===== src/rtl/spi_hold_pkg.sv =====
package spi_hold_pkg;
  typedef enum logic [1:0] {
    ST_IDLE   = 2'd0,
    ST_ACTIVE = 2'd1,
    ST_HOLD   = 2'd2,
    ST_LOCK   = 2'd3
  } hold_st_e;

  localparam int unsigned PIN_N   = 3;
  localparam int unsigned PIN_CS  = 0;
  localparam int unsigned PIN_SCK = 1;
  localparam int unsigned PIN_HLD = 2;
  // idle pin levels: cs high, sck low, hold high
  localparam logic [PIN_N-1:0] PIN_IDLE = 3'b101;
endpackage


===== src/rtl/spi_pin_sync.sv =====
module spi_pin_sync #(
  parameter int unsigned WIDTH  = 3,
  parameter int unsigned STAGES = 2,
  parameter logic [WIDTH-1:0] RST_VAL = '0
) (
  input  logic             clk_i,
  input  logic             rst_ni,
  input  logic [WIDTH-1:0] d_i,
  output logic [WIDTH-1:0] q_o
);
  for (genvar b = 0; b < WIDTH; b++) begin : g_bit
    logic [STAGES-1:0] chain_q;
    always_ff @(posedge clk_i or negedge rst_ni) begin
      if (!rst_ni) chain_q <= {STAGES{RST_VAL[b]}};
      else         chain_q <= {chain_q[STAGES-2:0], d_i[b]};
    end
    assign q_o[b] = chain_q[STAGES-1];
  end
endmodule


===== src/rtl/spi_sck_edge.sv =====
module spi_sck_edge (
  input  logic clk_i,
  input  logic rst_ni,
  input  logic sck_s_i,
  output logic rise_o,
  output logic fall_o
);
  logic sck_q;
  always_ff @(posedge clk_i or negedge rst_ni) begin
    if (!rst_ni) sck_q <= 1'b0;
    else         sck_q <= sck_s_i;
  end
  assign rise_o = sck_s_i & ~sck_q;
  assign fall_o = ~sck_s_i & sck_q;
endmodule


===== src/rtl/spi_hold_fsm.sv =====
module spi_hold_fsm
  import spi_hold_pkg::*;
(
  input  logic     clk_i,
  input  logic     rst_ni,
  input  logic     cs_s_i,
  input  logic     sck_s_i,
  input  logic     hold_s_i,
  output hold_st_e st_o
);
  hold_st_e st_q, st_d;

  always_comb begin
    st_d = st_q;
    unique case (st_q)
      ST_IDLE:   if (!cs_s_i) st_d = ST_ACTIVE;
      ST_ACTIVE: begin
        if (cs_s_i)                      st_d = ST_IDLE;
        else if (!hold_s_i && !sck_s_i) st_d = ST_HOLD;
      end
      ST_HOLD: begin
        if (cs_s_i)                     st_d = ST_LOCK;
        else if (hold_s_i && !sck_s_i) st_d = ST_ACTIVE;
      end
      ST_LOCK:   if (cs_s_i && hold_s_i) st_d = ST_IDLE;
      default:   st_d = ST_IDLE;
    endcase
  end

  always_ff @(posedge clk_i or negedge rst_ni) begin
    if (!rst_ni) st_q <= ST_IDLE;
    else         st_q <= st_d;
  end

  assign st_o = st_q;

  p_hold_needs_cs_r3: assert property (@(posedge clk_i) disable iff (!rst_ni)
    (st_q == ST_HOLD) |-> $past(!cs_s_i));
  p_enter_sck_low_r5: assert property (@(posedge clk_i) disable iff (!rst_ni)
    (st_q == ST_HOLD && $past(st_q) == ST_ACTIVE) |-> $past(!sck_s_i && !hold_s_i));
  p_exit_sck_low_r6: assert property (@(posedge clk_i) disable iff (!rst_ni)
    (st_q == ST_ACTIVE && $past(st_q) == ST_HOLD) |-> $past(!sck_s_i && hold_s_i));
  p_cs_in_hold_r9: assert property (@(posedge clk_i) disable iff (!rst_ni)
    ($past(st_q) == ST_HOLD && $past(cs_s_i)) |-> (st_q == ST_LOCK));
  p_lock_release_r9: assert property (@(posedge clk_i) disable iff (!rst_ni)
    ($past(st_q) == ST_LOCK && st_q != ST_LOCK) |-> $past(cs_s_i && hold_s_i));
endmodule


===== src/rtl/spi_hold_ctrl.sv =====
module spi_hold_ctrl
  import spi_hold_pkg::*;
#(
  parameter int unsigned SYNC_STAGES = 2
) (
  input  logic clk_i,
  input  logic rst_ni,
  input  logic cs_ni,
  input  logic sck_i,
  input  logic hold_ni,
  input  logic so_en_i,
  output logic hold_o,
  output logic so_oe_o,
  output logic sck_rise_o,
  output logic sck_fall_o,
  output logic logic_rst_o
);
  logic [PIN_N-1:0] pins_raw, pins_s;
  logic             rise, fall;
  hold_st_e         st;

  assign pins_raw[PIN_CS]  = cs_ni;
  assign pins_raw[PIN_SCK] = sck_i;
  assign pins_raw[PIN_HLD] = hold_ni;

  spi_pin_sync #(
    .WIDTH   (PIN_N),
    .STAGES  (SYNC_STAGES),
    .RST_VAL (PIN_IDLE)
  ) u_sync (
    .clk_i  (clk_i),
    .rst_ni (rst_ni),
    .d_i    (pins_raw),
    .q_o    (pins_s)
  );

  spi_sck_edge u_edge (
    .clk_i   (clk_i),
    .rst_ni  (rst_ni),
    .sck_s_i (pins_s[PIN_SCK]),
    .rise_o  (rise),
    .fall_o  (fall)
  );

  spi_hold_fsm u_fsm (
    .clk_i    (clk_i),
    .rst_ni   (rst_ni),
    .cs_s_i   (pins_s[PIN_CS]),
    .sck_s_i  (pins_s[PIN_SCK]),
    .hold_s_i (pins_s[PIN_HLD]),
    .st_o     (st)
  );

  logic in_session;
  assign in_session  = (st == ST_ACTIVE);
  assign hold_o      = (st == ST_HOLD);
  assign logic_rst_o = (st == ST_LOCK);
  assign so_oe_o     = so_en_i & in_session;
  assign sck_rise_o  = rise & in_session;
  assign sck_fall_o  = fall & in_session;

  p_oe_off_in_hold_r7: assert property (@(posedge clk_i) disable iff (!rst_ni)
    hold_o |-> !so_oe_o);
  p_no_strobe_in_hold_r8: assert property (@(posedge clk_i) disable iff (!rst_ni)
    hold_o |-> !(sck_rise_o || sck_fall_o));
  p_one_mode_r9: assert property (@(posedge clk_i) disable iff (!rst_ni)
    $onehot0({hold_o, logic_rst_o, so_oe_o}));
endmodule


===== config.mk =====
export PLATFORM = sky130hd
export DESIGN_NAME = spi_hold_ctrl
export DESIGN_NICKNAME = d
export VERILOG_FILES = /design/src/rtl/spi_hold_pkg.sv /design/src/rtl/spi_pin_sync.sv /design/src/rtl/spi_sck_edge.sv /design/src/rtl/spi_hold_fsm.sv /design/src/rtl/spi_hold_ctrl.sv
export SDC_FILE = /design/constraint.sdc
export NUM_CORES = 1
export LEC_CHECK = 0
export BUFFER_PORTS_ARGS = -buffer_cell sky130_fd_sc_hd__buf_4
export CAP_MARGIN = 20
export CORE_AREA = 4 4 41 43
export CTS_BUF_LIST = sky130_fd_sc_hd__clkbuf_16
export CTS_CLUSTER_DIAMETER = 30
export DETAILED_ROUTE_END_ITERATION = 16
export DIE_AREA = 0 0 45 47
export PLACE_DENSITY_LB_ADDON = 0.08
export SLEW_MARGIN = 20
export SYNTH_ARGS = -nofsm -noshare
export SYNTH_HDL_FRONTEND = slang
export SYNTH_HIERARCHICAL = 1
export SYNTH_SLANG_ARGS = --single-unit

===== constraint.sdc =====
create_clock -name clk_i -period 1.3 [get_ports clk_i]
set_input_delay 0.195 -clock clk_i [delete_from_list [all_inputs] [get_ports clk_i]]
set_output_delay 0.195 -clock clk_i [all_outputs]
set_load 0.01 [all_outputs]

After elaboration in Yosys (flattened, before gate mapping)
Index checks and enable logic that the tools add are counted.
{"block": "word_totals", "regBits": 9, "input_bits": 6, "output_inout_bits": 5, "word_cells": 33}
{"block": "op_classes", "n_eq_ne": 7, "mux": 7, "bitwise_logic": 7, "reduce_logical": 7}
{"cell": "$mux 2", "n": 6}
{"cell": "$pmux 2 s4", "n": 1}
{"cell": "$ne 3x1->1 const B", "n": 2}
{"cell": "$and 1x1->1", "n": 5}
{"cell": "$eq 2x2->1 const B", "n": 2}
{"cell": "$reduce_and 4->1", "n": 1}
{"cell": "$logic_and 1x1->1", "n": 3}
{"cell": "$eq 2x1->1 const B", "n": 1}
{"cell": "$logic_not 1->1", "n": 2}
{"cell": "$logic_not 2->1", "n": 1}
{"cell": "$ne 2x1->1 const B", "n": 1}
{"cell": "$ne 2x2->1 const B", "n": 1}
{"cell": "$not 1->1", "n": 2}

Longest topological paths before layout
Gate-level depths: netlist of the first run.
{"block": "logic_depth", "depth_word": 5, "mapped_depth": 4}

By module
Netlist of the first run, hierarchy kept.
{"mod": "spi_pin_sync", "instances": 1, "cells_each": 9, "area_each_um2": 177.7}
{"mod": "spi_hold_fsm", "instances": 1, "cells_each": 13, "area_each_um2": 138.9}
{"mod": "spi_sck_edge", "instances": 1, "cells_each": 3, "area_each_um2": 40.0}
{"mod": "spi_hold_ctrl", "instances": 1, "cells_each": 5, "area_each_um2": 38.8}

Worst setup path after synthesis of the first run
No wires, ideal clock.
{"block": "synth_timing", "path_kind": "reg-to-reg", "startpoint": "reg u_sync.g_bit[2].chain_q[1]", "endpoint": "reg u_fsm.st_q[1], in the netlist u_fsm/st_o[1]", "arrival_time_ns": 0.938, "required_ns": 1.178, "setup_slack_ns": 0.240, "path_stages_with_launch": 4, "path_buffers": 1, "period_less_slack_ns": 1.060, "cell_sequence": "dfstp_2 buf_4 o21ai_0 a32o_1"}
{"block": "synth_via", "elab_chain_cells": 4, "elab_cells_between_ends": 8, "classes_between": "eq/ne: 3; reduce/logical: 5"}
{"element": "start, declared", "line_no": "spi_pin_sync.sv:12", "source": "logic [STAGES-1:0] chain_q;"}
{"element": "start signal, assigned", "line_no": "spi_pin_sync.sv:14", "source": "if (!rst_ni) chain_q <= {STAGES{RST_VAL[b]}};"}
{"element": "start signal, assigned", "line_no": "spi_pin_sync.sv:15", "source": "else chain_q <= {chain_q[STAGES-2:0], d_i[b]};"}
{"element": "$logic_not 1->1", "line_no": "spi_hold_fsm.sv:19", "source": "else if (!hold_s_i && !sck_s_i) st_d = ST_HOLD;"}
{"element": "$logic_and 1x1->1", "line_no": "spi_hold_fsm.sv:19"}
{"element": "$ne 3x1->1 (no source line)"}
{"element": "$reduce_and 4->1 (no source line) *"}
{"element": "end signal, assigned", "line_no": "spi_hold_fsm.sv:32", "source": "else st_q <= st_d;"}
{"element": "end, declared", "line_no": "spi_hold_fsm.sv:11", "source": "hold_st_e st_q, st_d;"}
Every way passes the cells marked *; elsewhere a longest branch is shown, timed or not.
A chain may end at the register's enable or synchronous reset.

Final worst setup path of the first run
{"block": "layout_timing", "startpoint": "reg u_sync.g_bit[1].chain_q[1]", "endpoint": "out sck_fall_o"}
{"block": "layout_via", "elab_chain_cells": 3}
{"element": "start, declared", "line_no": "spi_pin_sync.sv:12"}
{"element": "start signal, assigned", "line_no": "spi_pin_sync.sv:14"}
{"element": "start signal, assigned", "line_no": "spi_pin_sync.sv:15"}
{"element": "$not 1->1", "line_no": "spi_sck_edge.sv:14", "source": "assign fall_o = ~sck_s_i & sck_q;"}
{"element": "$and 1x1->1", "line_no": "spi_sck_edge.sv:14"}
{"element": "via fall", "line_no": "spi_hold_ctrl.sv:19", "source": "logic rise, fall;"}
{"element": "$and 1x1->1", "line_no": "spi_hold_ctrl.sv:60", "source": "assign sck_fall_o = fall & in_session;"}
{"element": "end, declared", "line_no": "spi_hold_ctrl.sv:15", "source": "output logic sck_fall_o,"}
The timed path passes the listed nets, and every way through them passes these cells.

==> run_results.csv, run 1 <==
group,metric,value,unit
layout,drive_gt1_frac,0.5909,
setup_path,reg2reg_depth,3,
clock_network,cts_tree,"built",
sta,rsz0062_at_grt,"true",
global_routing,grt_usage,0.07502,
synth,ys.flop_type,"dfrtp_1",
pwr,cellLeakagePower,0.2650,nW
global_routing,gr-usage-met3,0.03065,
global_routing,grt_pass1_vias,274,
setup_path,crit_cells,3,
clock_network,cts_made_buffers,3,
setup_path,critPathLaunchType,"flip-flop",
detailed_routing,wl,606,um
layout,multiInputGateArea,131.4,um^2
global_routing,met2_usage,0.1130,
sta,min_period,1.293,ns
floorplan,die_y,47,um
setup_path,required,1.11,ns
synth,synth.area.top_cells,"dfrtp_1 (32%), dfstp_2 (27%), a2111oi_4 (7.0%), and3b_1 (6.6%), buf_4 (5.7%)",
synth,yosys.cell_types.count,17,
synth,synthArstFlopShare,1.000,
synth,syn-cell-area,395.4,um^2
sta,final_max_slew_viol_count,0,
sta,setup_viol,0,
synth,avgSynthCellArea,13.18,um^2
sta,finalSetupTns,0,ns
layout,layout_commonest_cell,"buf_4",
synth,synth.top_cell.area_share,0.3165,
global_routing,grtUsageMet1,0.08665,
detailed_routing,firstDrtPassIters,2,
setup_path,slowest_stage,"dfrtp_2",
floorplan,io_pins,11,
outcome,status,"finished, final reports clean",
detailed_routing,post_drt_via_cell_ratio,4.356,
place,io_buffers,10,
layout,n_antenna_cell,0,
synth,yosysTopAreaCell,"dfrtp_1",
layout,mostFrequentLayoutCells,"buf_4 (11), dfstp_2 (4), and3b_1 (3), clkbuf_16 (3), dfrtp_1 (3)",
floorplan,dieArea,0.002115,mm^2
detailed_routing,drcViolationCount,0,
setup_path,critical-path-top-delay-family,"flip-flops",
detailed_routing,num_vias,257,
floorplan,core_area,0.001301,mm^2
flow_run,maxCapViolCount,0,
clock_network,clkSlewWorstSetupHoldPaths,0.04,ns
sta,final.period_utilization,0.9946,
setup_path,cp.buffers_inverters,1,
pwr,power_density,2011,mW/mm^2
global_routing,top_usage_layer,"met2",
layout,nFillCells,128,
sta,fin_worst_skew,0.001820,ns
floorplan,dieWidth,45,um
worst_hold_path,whs_path_depth,1,
place,globalplace.congestion,0.7082,
layout,regArea,232.7,um^2
pwr,vdd_drop_max,0.9388,mV
synth,synth_seq_area_share,0.5823,
layout,nets,51,
floorplan,num_rows,13,
synth,syn-num-nets,36,
synth,syn_inst,30,
clock_network,cts.path.max_buffers,2,
detailed_routing,detail_route.wl_per_cell,10.27,um
detailed_routing,ant_nets,0,
layout,area_delta_synth_final,46.20,%
setup_path,crit_arrival,1.10,ns
setup_path,critPathMaxFanout,4,
clock_network,cts.sinks,9,
global_routing,grt-ovfl-total,0,
floorplan,start_util,0.3038,
setup_path,path_class,"flip-flop to primary output",
clock_network,cts_max_level,1,
global_routing,grt_max_degree,10,
global_routing,grt_first_pass_wirelength,1.145,mm
clock_network,clk_latency,0.23,ns
synth,yosysWarningCount,6,
setup_path,worstPathCellList,"and2b_2, and3b_1, buf_6",
place,dpl_cell_area,466.7,um^2
setup_path,cpPeakStageDelay,0.40,ns
sta,tightest_slew,0.2626,ns
sta,fmax,773.4,MHz
place,dpl.hpwl,455,um
synth,ys_ff_latch,9,
global_routing,antenna_found_initial,0,
worst_hold_path,hp-class,"primary input to flip-flop",
sta,hold_violations,0,
detailed_routing,drt_iter0_drc,1,
clock_network,cts-root-buf,"clkbuf_16",
layout,finalInstanceArea,578.1,um^2
sta,relSlewSlack,0.8250,
synth,synth_edf_count,0,
setup_path,end_kind,"primary output",
[registers in the layout, summed over array words and instances, names as in the netlist]
| register | cells |
|---|---|
| u_edge/sck_q | 1 |
| u_sync/g_bit.chain_q | 6 |
| u_fsm/st_o | 2 |
[routing by layer]
metal  wire length, um  vias up  part of all wire
met2               279       11              0.46
met5                 0        -                 0
met1               258      116              0.43
met4                 0        0                 0
met3                69        0              0.11
li1                  -      130                 -
[worst reg2reg max path, delay by kind of cell (launching register included)]
family | cells | cell delay, ns
flops | 1 | 0.43
compound gates | 2 | 0.39
buf+inv | 1 | 0.17
[where the power goes]
group | switching (mW) | total, mW | internal (mW)
clock | 0.126 | 0.531 | 0.404
combinational | 0.0929 | 0.233 | 0.140
sequential | 0.0710 | 0.400 | 0.329
total | 0.290 | 1.16 | 0.873
[cell usage after synthesis, types with 2 or more instances]
cell type and instances:
dfrtp_1 5, dfstp_2 4, and3b_1 3, buf_4 3, inv_1 2, nor2b_1 2
[cell type report]
type,count,area share
inverters,3,0.01948
clock inverters,1,0.008658
well taps,15,0.03247
multi-input cells,15,0.2273
flip-flops and latches,9,0.4026
repair buffers,13,0.1797
clock buffers,3,0.1299
[worst paths after layout]
path | slack, ns | start | to
min in group asynchronous | 0.32 | rst_ni | u_sync/g_bit[1].chain_q[0]
worst max-delay path | 0.007 | u_sync/g_bit[1].chain_q[1] | sck_fall_o
worst min register to register | 0.34 | u_sync/g_bit[1].chain_q[0] | u_sync/g_bit[1].chain_q[1]
worst max register to register | 0.20 | u_fsm/st_o[1] | u_fsm/st_o[1]
max in group asynchronous | 0.77 | rst_ni | u_sync/g_bit[0].chain_q[0]
worst min-delay path | 0.07 | hold_ni | u_sync/g_bit[2].chain_q[0]
[repair_timing]
item / CTS / global route
hold endpoints to repair: 9 / 0
setup buffers: 2 / 0
setup endpoints to repair: 2 / 3
hold buffers: 1 / 0
gates resized for setup: 1 / 2
[per-stage QoR]
step	total power [mW]	setup WS (ns)	instances	hold slack [ns]	utilization
finish	1.163	0.007071	59	0.06979	0.4442
global route	1.228	-0.02236	59	0.06804	0.4442
CTS	1.174	-0.005940	59	0.06578	0.4404
detailed placement	0.6263	0.1368	52	0.02428	0.3587
global placement	0.6186	0.1638	52	0.01978	0.3587
floorplan	0.5254	0.2401	30	-0.1006	-
[cell families (layout without fill, tap and decap cells)]
| logic type | Yosys count | in the layout | share of synthesized area |
|---|---|---|---|
| simple gates | 9 | 9 | 0.1551 |
| compound gates | 6 | 6 | 0.1772 |
| flops | 9 | 9 | 0.5823 |
| buf+inv | 6 | 20 | 0.08544 |
No activity file was read; power rests on OpenSTA's default activity.
==> run 2, diff against run 1 <==
==> constraint.sdc (replaced) <==
create_clock -name clk_i -period 1.2 [get_ports clk_i]
set_input_delay 0.18 -clock clk_i [delete_from_list [all_inputs] [get_ports clk_i]]
set_output_delay 0.18 -clock clk_i [all_outputs]
set_load 0.01 [all_outputs]
==> run_results.csv, run 2 (synthesis gave the netlist of run 1 again) <==
group,metric,value,unit
detailed_routing,num_vias,263,
sta,finalSetupTns,-0.08201,ns
layout,layout_commonest_cell,"buf_4",
detailed_routing,detail_route.wl_per_cell,10.23,um
layout,largest_reg_flops,6,
setup_path,end_kind,"primary output",
clock_network,cts.path.max_buffers,2,
layout,mostFrequentLayoutCells,"buf_4 (11), dfstp_2 (4), and3b_1 (3), clkbuf_16 (3), dfrtp_2 (3)",
sta,tightest_slew,0.2505,ns
floorplan,io_pins,11,
detailed_routing,drt_iter0_drc,1,
place,dpl.hpwl,455,um
clock_network,clk_latency,0.23,ns
setup_path,critPathLaunchType,"flip-flop",
outcome,status,"finished, violations left",
floorplan,start_util,0.3038,
sta,relSlewSlack,0.8316,
detailed_routing,drcViolationCount,0,
place,placedCellCount,52,
setup_path,path_class,"flip-flop to primary output",
setup_path,critPathMaxFanout,4,
pwr,power.total,1.290,mW
floorplan,dieWidth,45,um
global_routing,antenna_found_initial,0,
sta,final_max_slew_viol_count,0,
sta,rsz0062_at_grt,"true",
place,globalplace.congestion,0.7082,
floorplan,dieArea,0.002115,mm^2
layout,drive_gt1_frac,0.6222,
sta,fmax,787.3,MHz
sta,hold_violations,0,
place,pre_cts_ws,0.05183,ns
setup_path,crit_arrival,1.09,ns
detailed_routing,top_layer_used,"met3",
clock_network,cts-root-buf,"clkbuf_16",
sta,min_period,1.270,ns
pwr,power_density,2185,mW/mm^2
detailed_routing,wl,614,um
place,io_buffers,10,
detailed_routing,post_drt_via_cell_ratio,4.383,
sta,final.period_utilization,1.058,
detailed_routing,route.layer.met1.wl,244,um
clock_network,cts_made_buffers,3,
global_routing,grt_usage,0.07342,
floorplan,die_y,47,um
detailed_routing,dr_wl_met3,71,um
layout,finalInstanceArea,590.6,um^2
place,dpl_cell_area,466.7,um^2
layout,postLayoutCoreUtil,0.4538,
layout,n_antenna_cell,0,
layout,nets,52,
pwr,cellLeakagePower,0.2693,nW
pwr,vdd_drop_max,1.024,mV
global_routing,grt_pass1_vias,279,
layout,area_delta_synth_final,49.37,%
setup_path,required,1.02,ns
sta,fin_ws,-0.07013,ns
global_routing,grt_max_degree,10,
detailed_routing,firstDrtPassIters,2,
clock_network,cts.sinks,9,
clock_network,clkSlewWorstSetupHoldPaths,0.04,ns
global_routing,grt_first_pass_wirelength,1.117,mm
clock_network,cts_max_level,1,
outcome,violations,"setup timing",
sta,holdWs,0.05480,ns
floorplan,num_rows,13,
layout,stdcell_count,60,
clock_network,cts_tree,"built",
floorplan,core_area,0.001301,mm^2
worst_hold_path,hp-class,"primary input to flip-flop",
layout,top_register,"u_sync/g_bit.chain_q",
detailed_routing,met2_length,298,um
sta,fin_worst_skew,0.001776,ns
detailed_routing,ant_nets,0,
global_routing,grt-ovfl-total,0,
sta,setup_viol,2,
flow_run,maxCapViolCount,0,
run 2: layer usage:
| metal | up-vias | track usage |
|---|---|---|
| met1 | 120 | 0.07963 |
| met5 | - | 0 |
| li1 | 132 | - |
| met2 | 11 | 0.1186 |
| met4 | 0 | 0.05263 |
| met3 | 0 | 0.02682 |
run 2: layout make-up:
type / instances / area (um^2)
Clock buffer: 3 / 75.07
Inverter: 3 / 11.26
Fill cell: 129 / 710.7
Clock inverter: 1 / 5.005
Sequential cell: 9 / 234.0
Multi-Input combinational cell: 15 / 131.4
Tap cell: 15 / 18.77
Timing Repair Buffer: 14 / 115.1
run 2: path summary, 6_finish.rpt:
kind	startpoint	end	slack, ns	cells after the start
min in group asynchronous	rst_ni	u_sync/g_bit[1].chain_q[0]	0.30	2
min	hold_ni	u_sync/g_bit[2].chain_q[0]	0.05	1
max reg2reg	u_fsm/st_o[0]	u_fsm/st_o[0]	0.10	3
max in group asynchronous	rst_ni	u_sync/g_bit[0].chain_q[0]	0.68	2
max	u_sync/g_bit[1].chain_q[1]	sck_fall_o	-0.07	3
min reg2reg	u_sync/g_bit[1].chain_q[0]	u_sync/g_bit[1].chain_q[1]	0.34	0
run 2: critical path: stages (launching register included):
cell and delay, ns:
dfrtp_2 0.40, and2b_2 0.20, and3b_1 0.16, buf_6 0.10
run 2: where the power goes:
part	switching (mW)	internal (mW)
Clock	0.137	0.438
Combinational	0.129	0.174
Sequential	0.0537	0.359
Total	0.319	0.971
run 2: timing repair:
action / 4_1_cts / 5_1_grt
cloned: 0 / 0
buffers inserted: 3 / 0
setup endpoints to repair: 4 / 3
hold buffers: 1 / 0
pin swaps: 2 / 0
resized for setup: 5 / 0
hold endpoints to repair: 9 / 0
